`config.mk`:
```
export PLATFORM = sky130hd
export DESIGN_NAME = split_lsu
export DESIGN_NICKNAME = d
export VERILOG_FILES = /design/src/rtl/lsu_split_pkg.sv /design/src/rtl/lsu_split_ctrl.sv /design/src/rtl/lsu_split_datapath.sv /design/src/rtl/split_lsu.sv
export SDC_FILE = /design/constraint.sdc
export NUM_CORES = 1
export LEC_CHECK = 0
export BUFFER_PORTS_ARGS = -buffer_cell sky130_fd_sc_hd__buf_2
export CORE_ASPECT_RATIO = 0.75
export CORE_MARGIN = 2
export CORE_UTILIZATION = 59
export CTS_CLUSTER_DIAMETER = 150
export DETAILED_ROUTE_END_ITERATION = 10
export PLACE_DENSITY_LB_ADDON = 0.05
export RECOVER_POWER = 100
export SYNTH_ARGS = -nofsm -noshare
export SYNTH_HDL_FRONTEND = slang
export SYNTH_SLANG_ARGS = --single-unit
```
`constraint.sdc`:
```
create_clock -name clk -period 4.7 [get_ports clk]
set_clock_uncertainty 0.1 [all_clocks]
set_input_delay 0.94 -clock clk [delete_from_list [all_inputs] [get_ports clk]]
set_output_delay 0.94 -clock clk [all_outputs]
set_load 0.02 [all_outputs]
```
`src/rtl/lsu_split_pkg.sv`:
```
package lsu_split_pkg;
  typedef enum logic [1:0] {ST_IDLE, ST_LOW, ST_HIGH} lsuState_e;

  // strobes from sequencer to datapath
  typedef struct packed {
    logic capture;     // latch a legal request
    logic highHalf;    // second word of a doubleword is on the bus
    logic saveLow;     // keep the first read word
    logic loadFinish;  // update the load result
  } lsuStrobe_t;

  localparam logic [2:0] F3_DOUBLE = 3'b011;
  localparam logic [2:0] F3_LOAD_BAD = 3'b111;
endpackage

```
`src/rtl/lsu_split_ctrl.sv`:
```
module lsu_split_ctrl
  import lsu_split_pkg::*;
(
  input  logic       clk,
  input  logic       rstN,
  input  logic       reqValid,
  input  logic       reqIsStore,
  input  logic [2:0] reqFunct3,
  input  logic       busReady,
  output lsuStrobe_t strobe,
  output logic       busReq,
  output logic       busWrite,
  output logic       busy,
  output logic       done,
  output logic       illegal
);
  lsuState_e state;
  logic isStoreQ;
  logic isDoubleQ;
  logic legal;
  logic accept;
  logic lastBeat;

  assign legal  = reqIsStore ? (reqFunct3[2] == 1'b0) : (reqFunct3 != F3_LOAD_BAD);
  assign accept = (state == ST_IDLE) && reqValid;
  assign lastBeat = busReady && ((state == ST_HIGH) || ((state == ST_LOW) && !isDoubleQ));

  assign busy     = (state != ST_IDLE);
  assign busReq   = busy;
  assign busWrite = isStoreQ;

  assign strobe.capture    = accept && legal;
  assign strobe.highHalf   = (state == ST_HIGH);
  assign strobe.saveLow    = (state == ST_LOW) && busReady;
  assign strobe.loadFinish = lastBeat && !isStoreQ;

  always_ff @(posedge clk or negedge rstN) begin
    if (!rstN) begin
      state     <= ST_IDLE;
      isStoreQ  <= 1'b0;
      isDoubleQ <= 1'b0;
      done      <= 1'b0;
      illegal   <= 1'b0;
    end else begin
      done    <= 1'b0;
      illegal <= 1'b0;
      case (state)
        ST_IDLE: begin
          if (accept) begin
            if (legal) begin
              state     <= ST_LOW;
              isStoreQ  <= reqIsStore;
              isDoubleQ <= (reqFunct3 == F3_DOUBLE);
            end else begin
              illegal <= 1'b1;
            end
          end
        end
        ST_LOW: begin
          if (busReady) begin
            if (isDoubleQ) state <= ST_HIGH;
            else begin
              state <= ST_IDLE;
              done  <= 1'b1;
            end
          end
        end
        ST_HIGH: begin
          if (busReady) begin
            state <= ST_IDLE;
            done  <= 1'b1;
          end
        end
        default: state <= ST_IDLE;
      endcase
    end
  end
endmodule

```
`src/rtl/lsu_split_datapath.sv`:
```
module lsu_split_datapath
  import lsu_split_pkg::*;
#(
  parameter int XLEN  = 64,
  parameter int BUS_W = 32,
  parameter int OFF_W = 12
) (
  input  logic             clk,
  input  logic             rstN,
  input  lsuStrobe_t       strobe,
  input  logic [2:0]       reqFunct3,
  input  logic [XLEN-1:0]  reqBase,
  input  logic [OFF_W-1:0] reqOffset,
  input  logic [XLEN-1:0]  reqStoreData,
  input  logic [BUS_W-1:0] busRdata,
  output logic [XLEN-1:0]  busAddr,
  output logic [2:0]       busSize,
  output logic [BUS_W-1:0] busWdata,
  output logic [XLEN-1:0]  loadData
);
  localparam int HALF_W = BUS_W / 2;
  localparam int BYTE_W = 8;
  localparam logic [XLEN-1:0] WORD_STEP = XLEN'(BUS_W / BYTE_W);

  logic [XLEN-1:0]  addrQ;
  logic [XLEN-1:0]  dataQ;
  logic [2:0]       f3Q;
  logic [BUS_W-1:0] lowQ;
  logic [XLEN-1:0]  extended;
  logic [XLEN-1:0]  offsetExt;

  assign offsetExt = {{(XLEN-OFF_W){reqOffset[OFF_W-1]}}, reqOffset};

  always_ff @(posedge clk or negedge rstN) begin
    if (!rstN) begin
      addrQ    <= '0;
      dataQ    <= '0;
      f3Q      <= '0;
      lowQ     <= '0;
      loadData <= '0;
    end else begin
      if (strobe.capture) begin
        addrQ <= reqBase + offsetExt;
        dataQ <= reqStoreData;
        f3Q   <= reqFunct3;
      end
      if (strobe.saveLow)    lowQ     <= busRdata;
      if (strobe.loadFinish) loadData <= extended;
    end
  end

  assign busAddr  = strobe.highHalf ? (addrQ + WORD_STEP) : addrQ;
  assign busWdata = strobe.highHalf ? dataQ[XLEN-1:BUS_W] : dataQ[BUS_W-1:0];

  always_comb begin
    case (f3Q[1:0])
      2'b00:   busSize = 3'd1;
      2'b01:   busSize = 3'd2;
      default: busSize = 3'd4;
    endcase
  end

  always_comb begin
    case (f3Q)
      3'b000:  extended = {{(XLEN-BYTE_W){busRdata[BYTE_W-1]}}, busRdata[BYTE_W-1:0]};
      3'b001:  extended = {{(XLEN-HALF_W){busRdata[HALF_W-1]}}, busRdata[HALF_W-1:0]};
      3'b010:  extended = {{(XLEN-BUS_W){busRdata[BUS_W-1]}}, busRdata};
      3'b011:  extended = {busRdata, lowQ};
      3'b100:  extended = {{(XLEN-BYTE_W){1'b0}}, busRdata[BYTE_W-1:0]};
      3'b101:  extended = {{(XLEN-HALF_W){1'b0}}, busRdata[HALF_W-1:0]};
      default: extended = {{(XLEN-BUS_W){1'b0}}, busRdata};
    endcase
  end
endmodule

```
`src/rtl/split_lsu.sv`:
```
module split_lsu
  import lsu_split_pkg::*;
#(
  parameter int XLEN  = 64,
  parameter int BUS_W = 32,
  parameter int OFF_W = 12
) (
  input  logic             clk,
  input  logic             rstN,
  input  logic             reqValid,
  input  logic             reqIsStore,
  input  logic [2:0]       reqFunct3,
  input  logic [XLEN-1:0]  reqBase,
  input  logic [OFF_W-1:0] reqOffset,
  input  logic [XLEN-1:0]  reqStoreData,
  output logic             busy,
  output logic             busReq,
  output logic             busWrite,
  output logic [XLEN-1:0]  busAddr,
  output logic [2:0]       busSize,
  output logic [BUS_W-1:0] busWdata,
  input  logic             busReady,
  input  logic [BUS_W-1:0] busRdata,
  output logic             done,
  output logic             illegal,
  output logic [XLEN-1:0]  loadData
);
  lsuStrobe_t strobe;

  lsu_split_ctrl u_ctrl (
    .clk(clk), .rstN(rstN), .reqValid(reqValid), .reqIsStore(reqIsStore),
    .reqFunct3(reqFunct3), .busReady(busReady), .strobe(strobe),
    .busReq(busReq), .busWrite(busWrite), .busy(busy), .done(done),
    .illegal(illegal)
  );

  lsu_split_datapath #(.XLEN(XLEN), .BUS_W(BUS_W), .OFF_W(OFF_W)) u_dp (
    .clk(clk), .rstN(rstN), .strobe(strobe), .reqFunct3(reqFunct3),
    .reqBase(reqBase), .reqOffset(reqOffset), .reqStoreData(reqStoreData),
    .busRdata(busRdata), .busAddr(busAddr), .busSize(busSize),
    .busWdata(busWdata), .loadData(loadData)
  );
endmodule

```
==> results.txt, run 1 <==
----------------------------------------------------
[Critical path]
  Critical path type ... flip-flop to output port
  Register-to-Register Setup Slack ... 0.38 ns
  Required time of the critical path ... 3.66 ns
  Arrival time at the worst endpoint ... 3.42 ns
  Critical path launch point type ... flip-flop
  Worst setup EP type ... output port
  Biggest fanout along the worst timing path ... 8

[Power]
  NetSw ... 4630 uW
  Power share of the clock group ... 0.200
  Leakage power figure ... 0.00801 uW
  Internal power ... 5810 uW
  Logic pwr share ... 0.444
  Power Dens Cells ... 613 nW/um^2
  Sequential Power Share ... 0.356
  Share of total power consumed by net switching ... 0.444
  Worst-case vdd ir drop ... 452 uV

[Final layout]
  Sequential standard cell area ... 5830 um^2
  Filler cells ... 2036
  Layout-stage area growth over the synthesis result ... 17.5%
  Post-layout instance count excluding filler cells ... 2351
  Layout Utilization ... 0.709
  Final net count ... 2238
  Share of layout cells above drive strength 1 ... 0.169
  Combined area of the multi-input logic cells ... 8120 um^2

[Logic synthesis]
  Async set-or-reset flop fraction in the synthesized netlist ... 1.00
  YS warnings ... 0
  Average instance area after synthesis ... 8.56 um^2
  Number of distinct library cells after synthesis ... 79
  Number of standard cells after synthesis ... 1693
  Total nets after synthesis ... 1941
  EDFF count, synth ... 0
  Fraction of the yosys area taken by sequential cells ... 0.402
  Prevailing post-synth register cell ... dfrtp_1
  Synthesis-stage register bit count ... 233
  Cell area after synthesis ... 14500 um^2

[GRT]
  Pin count of the biggest net entering global routing ... 106
  Wire length of the first global-routing pass ... 67.4 mm
  Global-route usage over all layers ... 0.324
  Via count of the first global-routing pass ... 12968
  Global route total overflow ... 0
  Antenna violations before repair ... 12

[Clock tree]
  Clock latency of the later-clocked register in the worst-skew pair ... 0.54 ns
  Cts repair resizes ... 0
  Number of H-tree levels ... 1
  TritonCTS buffer count ... 25
  Number of sinks handled by clock tree synthesis ... 233
  Post-cts hold buffer count ... 0
  Maximum clock insertion buffer count ... 3
  Clock tree root driver cell ... clkbuf_16
  Clock tree from TritonCTS ... yes
  Clock-pin slew reported for the worst setup and hold paths after clock tree synthesis ... 0.06 ns
  Post-CTS repair timing setup buffer count ... 0

[STA]
  Total Neg Setup Slack ... 0 ns
  Final count of hold timing violations ... 0
  Slew @ Worst Pin ... 2.77 ns
  Max-slew violation count ... 274
  Final worst path period share ... 0.949
  Setup-failing EPs final ... 0
  Fmax ... 0.224 GHz
  Unrepaired setup endpoints after global routing ... no
  Min Clock Period, post-route ... 4.46 ns
  Max_slew headroom ... -0.849

[Routing]
  Total Routed Length ... 42.8 mm
  Iteration count of the initial detailed-routing pass ... 5
  Vias per cell ... 5.83
  Initial DRC Count ... 1085
  Detailed-route wire length per cell ... 18.2 um
  Final ANT Viol Nets ... 0
  Total vias in the final route ... 13710
  Remaining routing DRC violations ... 0

[Placement]
  Placed cells ... 2294
  Weighted congestion at the end of routability-driven global placement ... 0.950
  Port-buffer cells ... 347
  HPWL after detailed placement ... 30.8 mm

[Status]
  Violations in the final reports ... max-capacitance violations, max-slew violations
  Result of the run ... finished, violations left

[Worst hold path]
  Worst min path class ... flip-flop to flip-flop

[Floorplan]
  Row Count ... 49
  Floorplan die area ... 25800 um^2
  Number of placed I/O pins ... 348
  Die H ... 140 um
  Area inside the core boundary ... 24000 um^2
  Starting density of the core ... 0.603
  X dimension of the die ... 185 um

[Run]
  Max-cap viol count ... 4

----------------------------------------------------
-- sequential cells by signal, indices dropped and copies added, names as in the netlist --
signal            cells
u_dp.addrQ           64
u_dp.dataQ           64
u_dp.loadData        64
u_dp.lowQ            32
u_dp.f3Q              3
u_ctrl.state          2
u_ctrl.busWrite       1
u_ctrl.done           1
u_ctrl.illegal        1
u_ctrl.isDoubleQ      1
-- logic make-up after synthesis --
family / Yosys count / share of synthesized area
multiplexers: 74 / 0.0567
AND/OR/NAND/NOR: 659 / 0.201
adder cells (fa/ha/maj): 68 / 0.0592
buffers and inverters: 124 / 0.0341
AO/OA/AOI/OAI: 419 / 0.176
XOR/XNOR: 116 / 0.0701
flip-flops: 233 / 0.402
-- synth_stat cells (3+ instances only) --
library cell    n  area (um^2)
nor2b_1        11         68.8
clkbuf_1       66          248
or4_1           4         30.0
nor3_1         19         95.1
xor2_1         41          359
a221oi_1        3         26.3
buf_4           4         30.0
and3_1         27          169
o21ai_1        19         95.1
a31oi_1        12         75.1
o21bai_1       13         97.6
nand4_1        30          188
o21a_1          6         45.0
dfrtp_1       233         5830
a21boi_0        3         22.5
o31ai_1         4         30.0
a21oi_1       141          706
nand2_1       400         1500
a41oi_1         3         26.3
nand2b_1        7         43.8
inv_1          30          113
mux2_2         65          732
nand3_1        46          230
and4_1          4         35.0
o221ai_1        3         26.3
o211ai_1       13         97.6
mux2i_1         9         90.1
a21oi_2         3         26.3
o22ai_1        16          100
nor3b_1         3         22.5
nor2_1         72          270
and2_1         12         75.1
nor4_1          3         18.8
ha_1           67          838
xnor2_1        75          657
a21o_1         37          278
o2111ai_1       3         26.3
o21ai_0       112          561
buf_2           9         45.0
or2_2           3         18.8
buf_1          12         45.0
nand2_2         4         25.0
-- layout by cell type, fill, tap and decap left out, drive strengths merged, types with 65 or more instances in the layout --
| master | n |
|---|---|
| a21oi | 144 |
| buf | 195 |
| clkbuf | 204 |
| dfrtp | 233 |
| ha | 67 |
| mux2 | 65 |
| nand2 | 404 |
| nor2 | 75 |
| o21ai | 133 |
| xnor2 | 75 |
-- critical path: stages (launching register included) --
cell      delay (ns)
dfrtp_1         0.44
and4_1          0.27
and3_1          0.19
and2_1          0.14
and3_1          0.29
nand2_2         0.14
nor2_2          0.23
and3_1          0.26
nor2b_2         0.38
and2b_1         0.19
xnor2_1         0.11
clkbuf_1        0.24
-- through the flow --
stage	total power, uW	setup slack, ns	area [um^2]	hold WS [ns]
after floorplan	6880	1.22	14500	0.340
after global placement	8360	0.568	16400	0.352
after detailed placement	8490	0.498	16400	0.358
after CTS	10600	0.0902	17300	0.374
after global routing	11100	0.0334	17000	0.389
final	10400	0.238	17000	0.369
-- final timing paths --
| check | cells past startpoint | endpoint | start |
|---|---|---|---|
| worst min register to register | 2 | u_dp.dataQ[27]$_DFFE_PN0P_ | u_dp.dataQ[27]$_DFFE_PN0P_ |
| max in group asynchronous | 2 | u_dp.loadData[44]$_DFFE_PN0P_ | rstN |
| min in group asynchronous | 1 | u_dp.addrQ[15]$_DFFE_PN0P_ | rstN |
| worst min-delay path | 2 | u_dp.dataQ[27]$_DFFE_PN0P_ | u_dp.dataQ[27]$_DFFE_PN0P_ |
| worst max-delay path | 11 | busAddr[53] | u_dp.addrQ[14]$_DFFE_PN0P_ |
| worst max register to register | 8 | u_dp.loadData[16]$_DFFE_PN0P_ | u_ctrl.state[0]$_DFFE_PN0P_ |
-- final cells by class --
class	count	area share
timing repair buffer	363	0.0972
multi-input combinational	1336	0.477
clock inverter	10	0.00874
inverter	31	0.00683
antenna	11	0.00162
tap	331	0.0243
sequential	233	0.342
clock buffer	36	0.0421
-- power by group through the flow --
stage,logic (uW),registers [uW],clock network (uW)
2_1_floorplan,3010,3870,0
3_3_place_gp,4700,3660,0
3_5_place_dp,4770,3710,0
4_1_cts,4820,3690,2120
5_1_grt,5090,3830,2200
6_report,4630,3720,2090
-- metal layers --
layer	global-route usage	vias up	share of wire
met4	0.135	2	0.042
met1	0.464	6492	0.44
li1	-	6497	-
met3	0.0466	119	0.078
met5	0	-	0.00023
met2	0.494	600	0.44
(Power assumes the default switching activity.)
==> run 2, diff against run 1 <==
Settings changed: CORE_UTILIZATION 59 to 55, HOLD_SLACK_MARGIN set to 0.05.
Clock period 4.7 ns to 4.6 ns, I/O delays scaled along.
==> results.txt, run 2 (synthesis gave the netlist of run 1 again) <==
----------------------------------------------------
[Critical path]
  Biggest fanout along the worst timing path ... 8 (unchanged)
  Worst setup EP type ... output port
  Critical path launch point type ... flip-flop
  Critical path type ... flip-flop to output port
  Required time of the critical path ... 3.58 ns (-0.08 ns)
  Arrival time at the worst endpoint ... 3.35 ns (-0.07 ns)

[GRT]
  Met3 layer usage reported by global route ... 0.0495 (+0.00292)
  Met2 track utilization from global routing ... 0.477 (-0.0169)
  Grt met1 use ... 0.440 (-0.0234)
  Via count of the first global-routing pass ... 12714 (-2.0%)
  Global-route usage over all layers ... 0.306 (-0.0176)
  Pin count of the biggest net entering global routing ... 89 (-16%)
  Antenna violations before repair ... 4 (-8)
  Global route total overflow ... 0 (unchanged)
  Wire length of the first global-routing pass ... 67.4 mm (about the same)
  Highest-utilization routing layer at the global route stage ... met2

[Final layout]
  Final net count ... 2243 (+0.22%)
  Share of layout cells above drive strength 1 ... 0.169 (about the same)
  Total non-filler cell area in the finished layout ... 17000 um^2 (-0.22%)
  Post-layout instance count excluding filler cells ... 2357 (+0.26%)
  Largest registers ... u_dp.addrQ: 64 flops, u_dp.dataQ: 64 flops, u_dp.loadData: 64 flops
  Sequential standard cell area ... 5830 um^2 (unchanged)
  Filler cells ... 2314 (+14%)
  Combined area of the multi-input logic cells ... 8110 um^2 (-0.15%)
  Commonest non-fill, non-tap cell in the layout ... nand2_1
  Layout-stage area growth over the synthesis result ... 17.2%
  Commonest cells after routing, fill and taps aside ... nand2_1 (400), dfrtp_1 (233), buf_2 (189)

[Routing]
  Remaining routing DRC violations ... 0 (unchanged)
  Total vias in the final route ... 13542 (-1.2%)
  Detailed-route wire length per cell ... 18.3 um (+0.44%)
  Iteration count of the initial detailed-routing pass ... 5 (unchanged)
  Final ANT Viol Nets ... 0 (unchanged)
  Initial DRC Count ... 959 (-12%)
  Vias per cell ... 5.75 (-1.5%)
  Total Routed Length ... 43.1 mm (+0.70%)

[Power]
  NetSw ... 4710 uW (+1.7%)
  Power Dens Cells ... 621 nW/um^2 (+1.3%)
  Worst-case vdd ir drop ... 532 uV (+18%)
  Sequential Power Share ... 0.360 (+0.004)
  Share of total power consumed by net switching ... 0.447 (+0.00283)
  Internal power ... 5840 uW (+0.58%)
  Leakage power figure ... 0.00800 uW (-0.12%)
  Power share of the clock group ... 0.192 (-0.008)
  Logic pwr share ... 0.448 (+0.004)

[Clock tree]
  Number of H-tree levels ... 1 (unchanged)
  Post-CTS repair timing setup buffer count ... 0 (unchanged)
  Number of sinks handled by clock tree synthesis ... 233 (unchanged)
  Clock tree from TritonCTS ... yes
  Maximum clock insertion buffer count ... 3 (unchanged)
  Clock latency of the later-clocked register in the worst-skew pair ... 0.54 ns (about the same)
  TritonCTS buffer count ... 25 (unchanged)
  Clock-pin slew reported for the worst setup and hold paths after clock tree synthesis ... 0.06 ns (about the same)
  Clock tree root driver cell ... clkbuf_16

[Placement]
  DP Area ... 16500 um^2 (+0.24%)
  Weighted congestion at the end of routability-driven global placement ... 0.934 (-1.6%)
  HPWL after detailed placement ... 31.9 mm (+3.4%)
  Pre-CTS setup slack ... 0.388 ns (-0.110 ns)
  Port-buffer cells ... 347 (unchanged)
  Placed cells ... 2312 (+0.78%)

[STA]
  Min Clock Period, post-route ... 4.37 ns
  Final count of hold timing violations ... 0 (unchanged)
  Unrepaired setup endpoints after global routing ... no
  Setup-failing EPs final ... 0 (unchanged)
  Final worst path period share ... 0.949
  Slew @ Worst Pin ... 3.72 ns (+0.949 ns)
  Max-slew violation count ... 173 (-37%)
  Max_slew headroom ... -1.48 (-0.633)
  Final worst setup slack ... 0.234 ns (-0.00354 ns)
  Total Neg Setup Slack ... 0 ns (unchanged)
  Fmax ... 0.229 GHz

[Floorplan]
  Starting density of the core ... 0.559 (-0.0436)
  Number of placed I/O pins ... 348 (unchanged)
  X dimension of the die ... 191 um (+3.5%)
  Row Count ... 51 (+4.1%)
  Die H ... 145 um (+3.5%)
  Floorplan die area ... 27700 um^2 (+7.1%)
  Area inside the core boundary ... 25900 um^2 (+7.8%)

[Status]
  Violations in the final reports ... max-capacitance violations, max-slew violations
  Result of the run ... finished, violations left

[Worst hold path]
  Worst min path class ... flip-flop to flip-flop

[Run]
  Max-cap viol count ... 4 (unchanged)

----------------------------------------------------
run 2: routing by layer:
metal,vias to the layer above,part of all wire,wire [um]
met5,-,0,0
met4,0,0.028,1230
met3,74,0.073,3150
met2,470,0.44,19200
met1,6496,0.45,19600
li1,6502,-,-
run 2: worst paths after layout:
check	endpoint	from	cells past startpoint	slack [ns]
max	busAddr[59]	u_dp.addrQ[14]$_DFFE_PN0P_	11	0.23
min	u_dp.dataQ[33]$_DFFE_PN0P_	u_dp.dataQ[33]$_DFFE_PN0P_	2	0.37
max reg2reg	u_dp.loadData[25]$_DFFE_PN0P_	u_ctrl.state[0]$_DFFE_PN0P_	8	0.51
min reg2reg	u_dp.dataQ[33]$_DFFE_PN0P_	u_dp.dataQ[33]$_DFFE_PN0P_	2	0.37
max in group asynchronous	u_dp.addrQ[26]$_DFFE_PN0P_	rstN	2	0.73
min in group asynchronous	u_dp.loadData[44]$_DFFE_PN0P_	rstN	1	1.56
run 2: final cells by class:
class,count,share of cell area
Antenna cell,5,0.000736
Clock buffer,33,0.0404
Clock inverter,7,0.00655
Inverter,31,0.00685
Multi-Input combinational cell,1336,0.477
Sequential cell,233,0.343
Tap cell,344,0.0253
Timing Repair Buffer,368,0.0999
run 2: critical path: stages (launching register included):
cell,delay [ns]
dfrtp_1,0.44
and4_1,0.27
and3_1,0.18
and2_1,0.14
and3_1,0.32
nand2_2,0.15
nor2_2,0.24
and3_1,0.27
nor2b_4,0.29
nand3_1,0.14
xnor2_1,0.18
buf_2,0.19
run 2: power groups by stage:
stage	logic, uW	clock network [uW]	registers [uW]
after global routing	5220	2140	3930
final	4730	2030	3800
after floorplan	3070	0	3950
after global placement	4830	0	3750
after detailed placement	4920	0	3800
after CTS	4940	2060	3770
run 2: repair_timing:
item / CTS / global route
endpoints found under the setup margin: 1 / 4
hold buffers: 0 / 0
gates resized for setup: 1 / 1
run 2: stage by stage:
stage	util	power, uW	hold WS (ns)
5_1_grt	0.656	11300	0.393
4_1_cts	0.667	10800	0.232
2_1_floorplan	-	7030	0.340
6_report	0.656	10600	0.371
3_3_place_gp	0.636	8580	0.351
3_5_place_dp	0.636	8710	0.356
==> run 3, diff against run 2 <==
Settings changed: ABC_AREA set to 1, CORE_UTILIZATION 55 to 57, PLACE_DENSITY_LB_ADDON 0.05 to 0.08, SLEW_MARGIN set to 20.
==> results.txt, run 3 <==
----------------------------------------------------
[Status]
  Result of the run ... finished, violations left
  Violations in the final reports ... max-capacitance violations, max-slew violations

[Power]
  Power share of the clock group ... 0.181 (-0.011)
  Leakage power figure ... 0.0112 uW (+40%)
  Sequential Power Share ... 0.349 (-0.011)
  NetSw ... 5180 uW (+9.8%)
  Power Dens Cells ... 541 nW/um^2 (-13%)
  Share of total power consumed by net switching ... 0.484 (+0.0373)
  Logic pwr share ... 0.471 (+0.023)
  Worst-case vdd ir drop ... 367 uV (-31%)
  Internal power ... 5520 uW (-5.5%)

[Logic synthesis]
  YS warnings ... 0 (unchanged)
  EDFF count, synth ... 0 (unchanged)
  Synthesis-stage register bit count ... 233 (unchanged)
  Average instance area after synthesis ... 6.32 um^2 (-26%)
  Commonest cells post-synth ... nand2_1 (1181), inv_1 (427), dfrtp_1 (233), nor2_1 (193), o21ai_0 (116)
  Top cells by area, synth ... dfrtp_1 (34%), nand2_1 (26%), inv_1 (9.3%), ha_1 (4.9%), nor2_1 (4.2%)
  Async set-or-reset flop fraction in the synthesized netlist ... 1.00 (unchanged)
  Number of standard cells after synthesis ... 2719 (+61%)
  Synth top area share ... 0.339 (-0.0632)
  Total nets after synthesis ... 2967 (+53%)
  Number of distinct library cells after synthesis ... 43 (-46%)
  Cell type contributing the most total cell area after synthesis ... dfrtp_1
  Fraction of the yosys area taken by sequential cells ... 0.339 (-0.0632)
  Cell area after synthesis ... 17200 um^2 (+19%)
  Prevailing post-synth register cell ... dfrtp_1
  Count leader, synth ... nand2_1

[Clock tree]
  Clock tree from TritonCTS ... yes
  Clock latency of the later-clocked register in the worst-skew pair ... 0.53 ns (about the same)
  Post-CTS repair timing setup buffer count ... 0 (unchanged)
  Clock tree root driver cell ... clkbuf_16
  Number of sinks handled by clock tree synthesis ... 233 (unchanged)
  Post-cts hold buffer count ... 0 (unchanged)
  Clock-pin slew reported for the worst setup and hold paths after clock tree synthesis ... 0.06 ns (about the same)
  Maximum clock insertion buffer count ... 3 (unchanged)
  Cts repair resizes ... 0 (-1)
  TritonCTS buffer count ... 24 (-4.0%)
  Number of H-tree levels ... 1 (unchanged)

[Routing]
  Met2 Wirelength ... 24.1 mm (+25%)
  Routed metal-1 wirelength ... 25.9 mm (+33%)
  Top layer in use ... met5
  Length of routed met3 wiring ... 5.91 mm (+88%)
  Total Routed Length ... 58.4 mm (+35%)
  Detailed-route wire length per cell ... 16.9 um (-7.6%)
  Total vias in the final route ... 18421 (+36%)
  Final ANT Viol Nets ... 0 (unchanged)
  Iteration count of the initial detailed-routing pass ... 6 (+1)
  Initial DRC Count ... 2073 (+120%)
  Vias per cell ... 5.33 (-7.2%)
  Remaining routing DRC violations ... 0 (unchanged)

[Worst hold path]
  Cell depth of the worst hold path ... 2 (unchanged)
  Worst min path class ... flip-flop to flip-flop

[Critical path]
  Required time of the critical path ... 3.58 ns (about the same)
  CP Capture Point ... busAddr[39]
  Biggest fanout along the worst timing path ... 4 (-4)
  Reg2Reg Depth ... 9 (+1)
  Worst setup EP type ... output port
  Critical Path Source ... u_ctrl.state[0]$_DFFE_PN0P_
  Register-to-Register Setup Slack ... 0.48 ns (-0.03 ns)
  Worst reg2reg path startpoint ... u_ctrl.state[1]$_DFFE_PN0P_
  Critical path launch point type ... flip-flop
  Worst reg2reg endpoint ... u_dp.loadData[17]$_DFFE_PN0P_
  Arrival time at the worst endpoint ... 3.28 ns (-0.07 ns)
  Critical path type ... flip-flop to output port

[Final layout]
  Layout-stage area growth over the synthesis result ... 14.9%
  Final net count ... 3283 (+46%)
  Combined area of the multi-input logic cells ... 9400 um^2 (+16%)
  Commonest cells after routing, fill and taps aside ... nand2_1 (1183), inv_1 (426), dfrtp_1 (233)
  Largest registers ... u_dp.addrQ: 64 flops, u_dp.dataQ: 64 flops, u_dp.loadData: 64 flops
  Post-layout instance count excluding filler cells ... 3455 (+47%)
  Share of layout cells above drive strength 1 ... 0.0966 (-0.0727)
  Total non-filler cell area in the finished layout ... 19800 um^2 (+16%)
  Filler cells ... 2932 (+27%)
  Sequential standard cell area ... 5830 um^2 (unchanged)
  Commonest non-fill, non-tap cell in the layout ... nand2_1

[STA]
  Final worst path period share ... 0.934 (-0.0148)
  Min Clock Period, post-route ... 4.30 ns (-0.0679 ns)
  Max_slew headroom ... -0.957 (+0.525)
  Final worst setup slack ... 0.302 ns (+0.0679 ns)
  Slew @ Worst Pin ... 2.94 ns (-0.788 ns)
  Setup-failing EPs final ... 0 (unchanged)
  Final count of hold timing violations ... 0 (unchanged)
  Max-slew violation count ... 199 (+15%)
  Unrepaired setup endpoints after global routing ... no
  Total Neg Setup Slack ... 0 ns (unchanged)
  Fmax ... 0.233 GHz (+1.6%)

[Floorplan]
  Area inside the core boundary ... 29900 um^2 (+16%)
  Die H ... 154 um (+6.8%)
  Starting density of the core ... 0.574 (+0.0150)
  X dimension of the die ... 205 um (+6.9%)
  Number of placed I/O pins ... 348 (unchanged)
  Floorplan die area ... 31600 um^2 (+14%)
  Row Count ... 55 (+7.8%)

[GRT]
  Global route total overflow ... 0 (unchanged)
  Wire length of the first global-routing pass ... 90.0 mm (+33%)
  Pin count of the biggest net entering global routing ... 112 (+26%)
  Antenna violations before repair ... 5 (+1)
  Via count of the first global-routing pass ... 16702 (+31%)
  Global-route usage over all layers ... 0.364 (+0.0580)

[Placement]
  Weighted congestion at the end of routability-driven global placement ... 1.01 (+8.4%)
  HPWL after detailed placement ... 45.3 mm (+42%)
  DP Area ... 19300 um^2 (+17%)
  Pre-CTS setup slack ... 0.960 ns (+0.572 ns)
  Placed cells ... 3408 (+47%)
  Port-buffer cells ... 347 (unchanged)

[Run]
  Max-cap viol count ... 3 (-1)

----------------------------------------------------
## run 3: critical path: stages, from the launching register on
cell and delay, ns:
dfrtp_1 0.40, inv_1 0.09, ha_1 0.19, nand2_1 0.15, nor3_4 0.23, and2_0 0.42, nand4_4 0.16, nor2_2 0.34
nand3_1 0.15, xor2_1 0.35, clkbuf_1 0.28
## run 3: worst min-delay path by stage
stage / from / end
floorplan: u_dp.dataQ[0]$_DFFE_PN0P_ / u_dp.dataQ[0]$_DFFE_PN0P_
global placement: u_dp.addrQ[0]$_DFFE_PN0P_ / u_dp.addrQ[0]$_DFFE_PN0P_
detailed placement: u_dp.dataQ[39]$_DFFE_PN0P_ / u_dp.dataQ[39]$_DFFE_PN0P_
CTS: u_dp.dataQ[39]$_DFFE_PN0P_ / u_dp.dataQ[39]$_DFFE_PN0P_
global route: u_dp.dataQ[30]$_DFFE_PN0P_ / u_dp.dataQ[30]$_DFFE_PN0P_
finish: u_dp.dataQ[39]$_DFFE_PN0P_ / u_dp.dataQ[39]$_DFFE_PN0P_
## run 3: logic make-up (layout without fill, tap and decap cells)
kind of cell               count (synthesis)  count (layout)  synth area share
adders and majority gates                 68              68            0.0499
muxes                                     16              16            0.0105
xor gates and xnor gates                  84              84            0.0428
AOI/OAI and AO/OA                        239             239            0.0747
and+or+nand+nor                         1577            1577             0.371
other                                      0               3                 0
buffers and inverters                    502             836             0.112
DFF                                      233             233             0.339
## run 3: area by class of cell
type                    count  area share
well taps                 399      0.0253
multi-input cells        1984       0.476
clock buffers              35      0.0361
clock inverters             9     0.00272
diodes                      3    0.000380
inverters                 429      0.0816
flip-flops and latches    233       0.295
repair buffers            363      0.0833
## run 3: per-stage QoR
stage,power (uW),hold slack (ns),utilization
floorplan,6980,0.342,-
global placement,8690,0.352,0.644
detailed placement,8820,0.358,0.644
CTS,10800,0.373,0.670
global route,11400,0.389,0.660
finish,10700,0.370,0.660
## run 3: metal layers
layer	global-route usage	up-vias
met5	0	-
li1	-	9001
met2	0.532	902
met4	0.128	4
met3	0.0904	140
met1	0.524	8374
## run 3: power by group through the flow
| stage | Clock, uW | Combinational, uW | Sequential (uW) |
|---|---|---|---|
| after detailed placement | 0 | 5120 | 3700 |
| final | 1930 | 5040 | 3730 |
| after CTS | 1940 | 5160 | 3690 |
| after global placement | 0 | 5020 | 3670 |
| after global routing | 2040 | 5540 | 3820 |
| after floorplan | 0 | 3210 | 3770 |
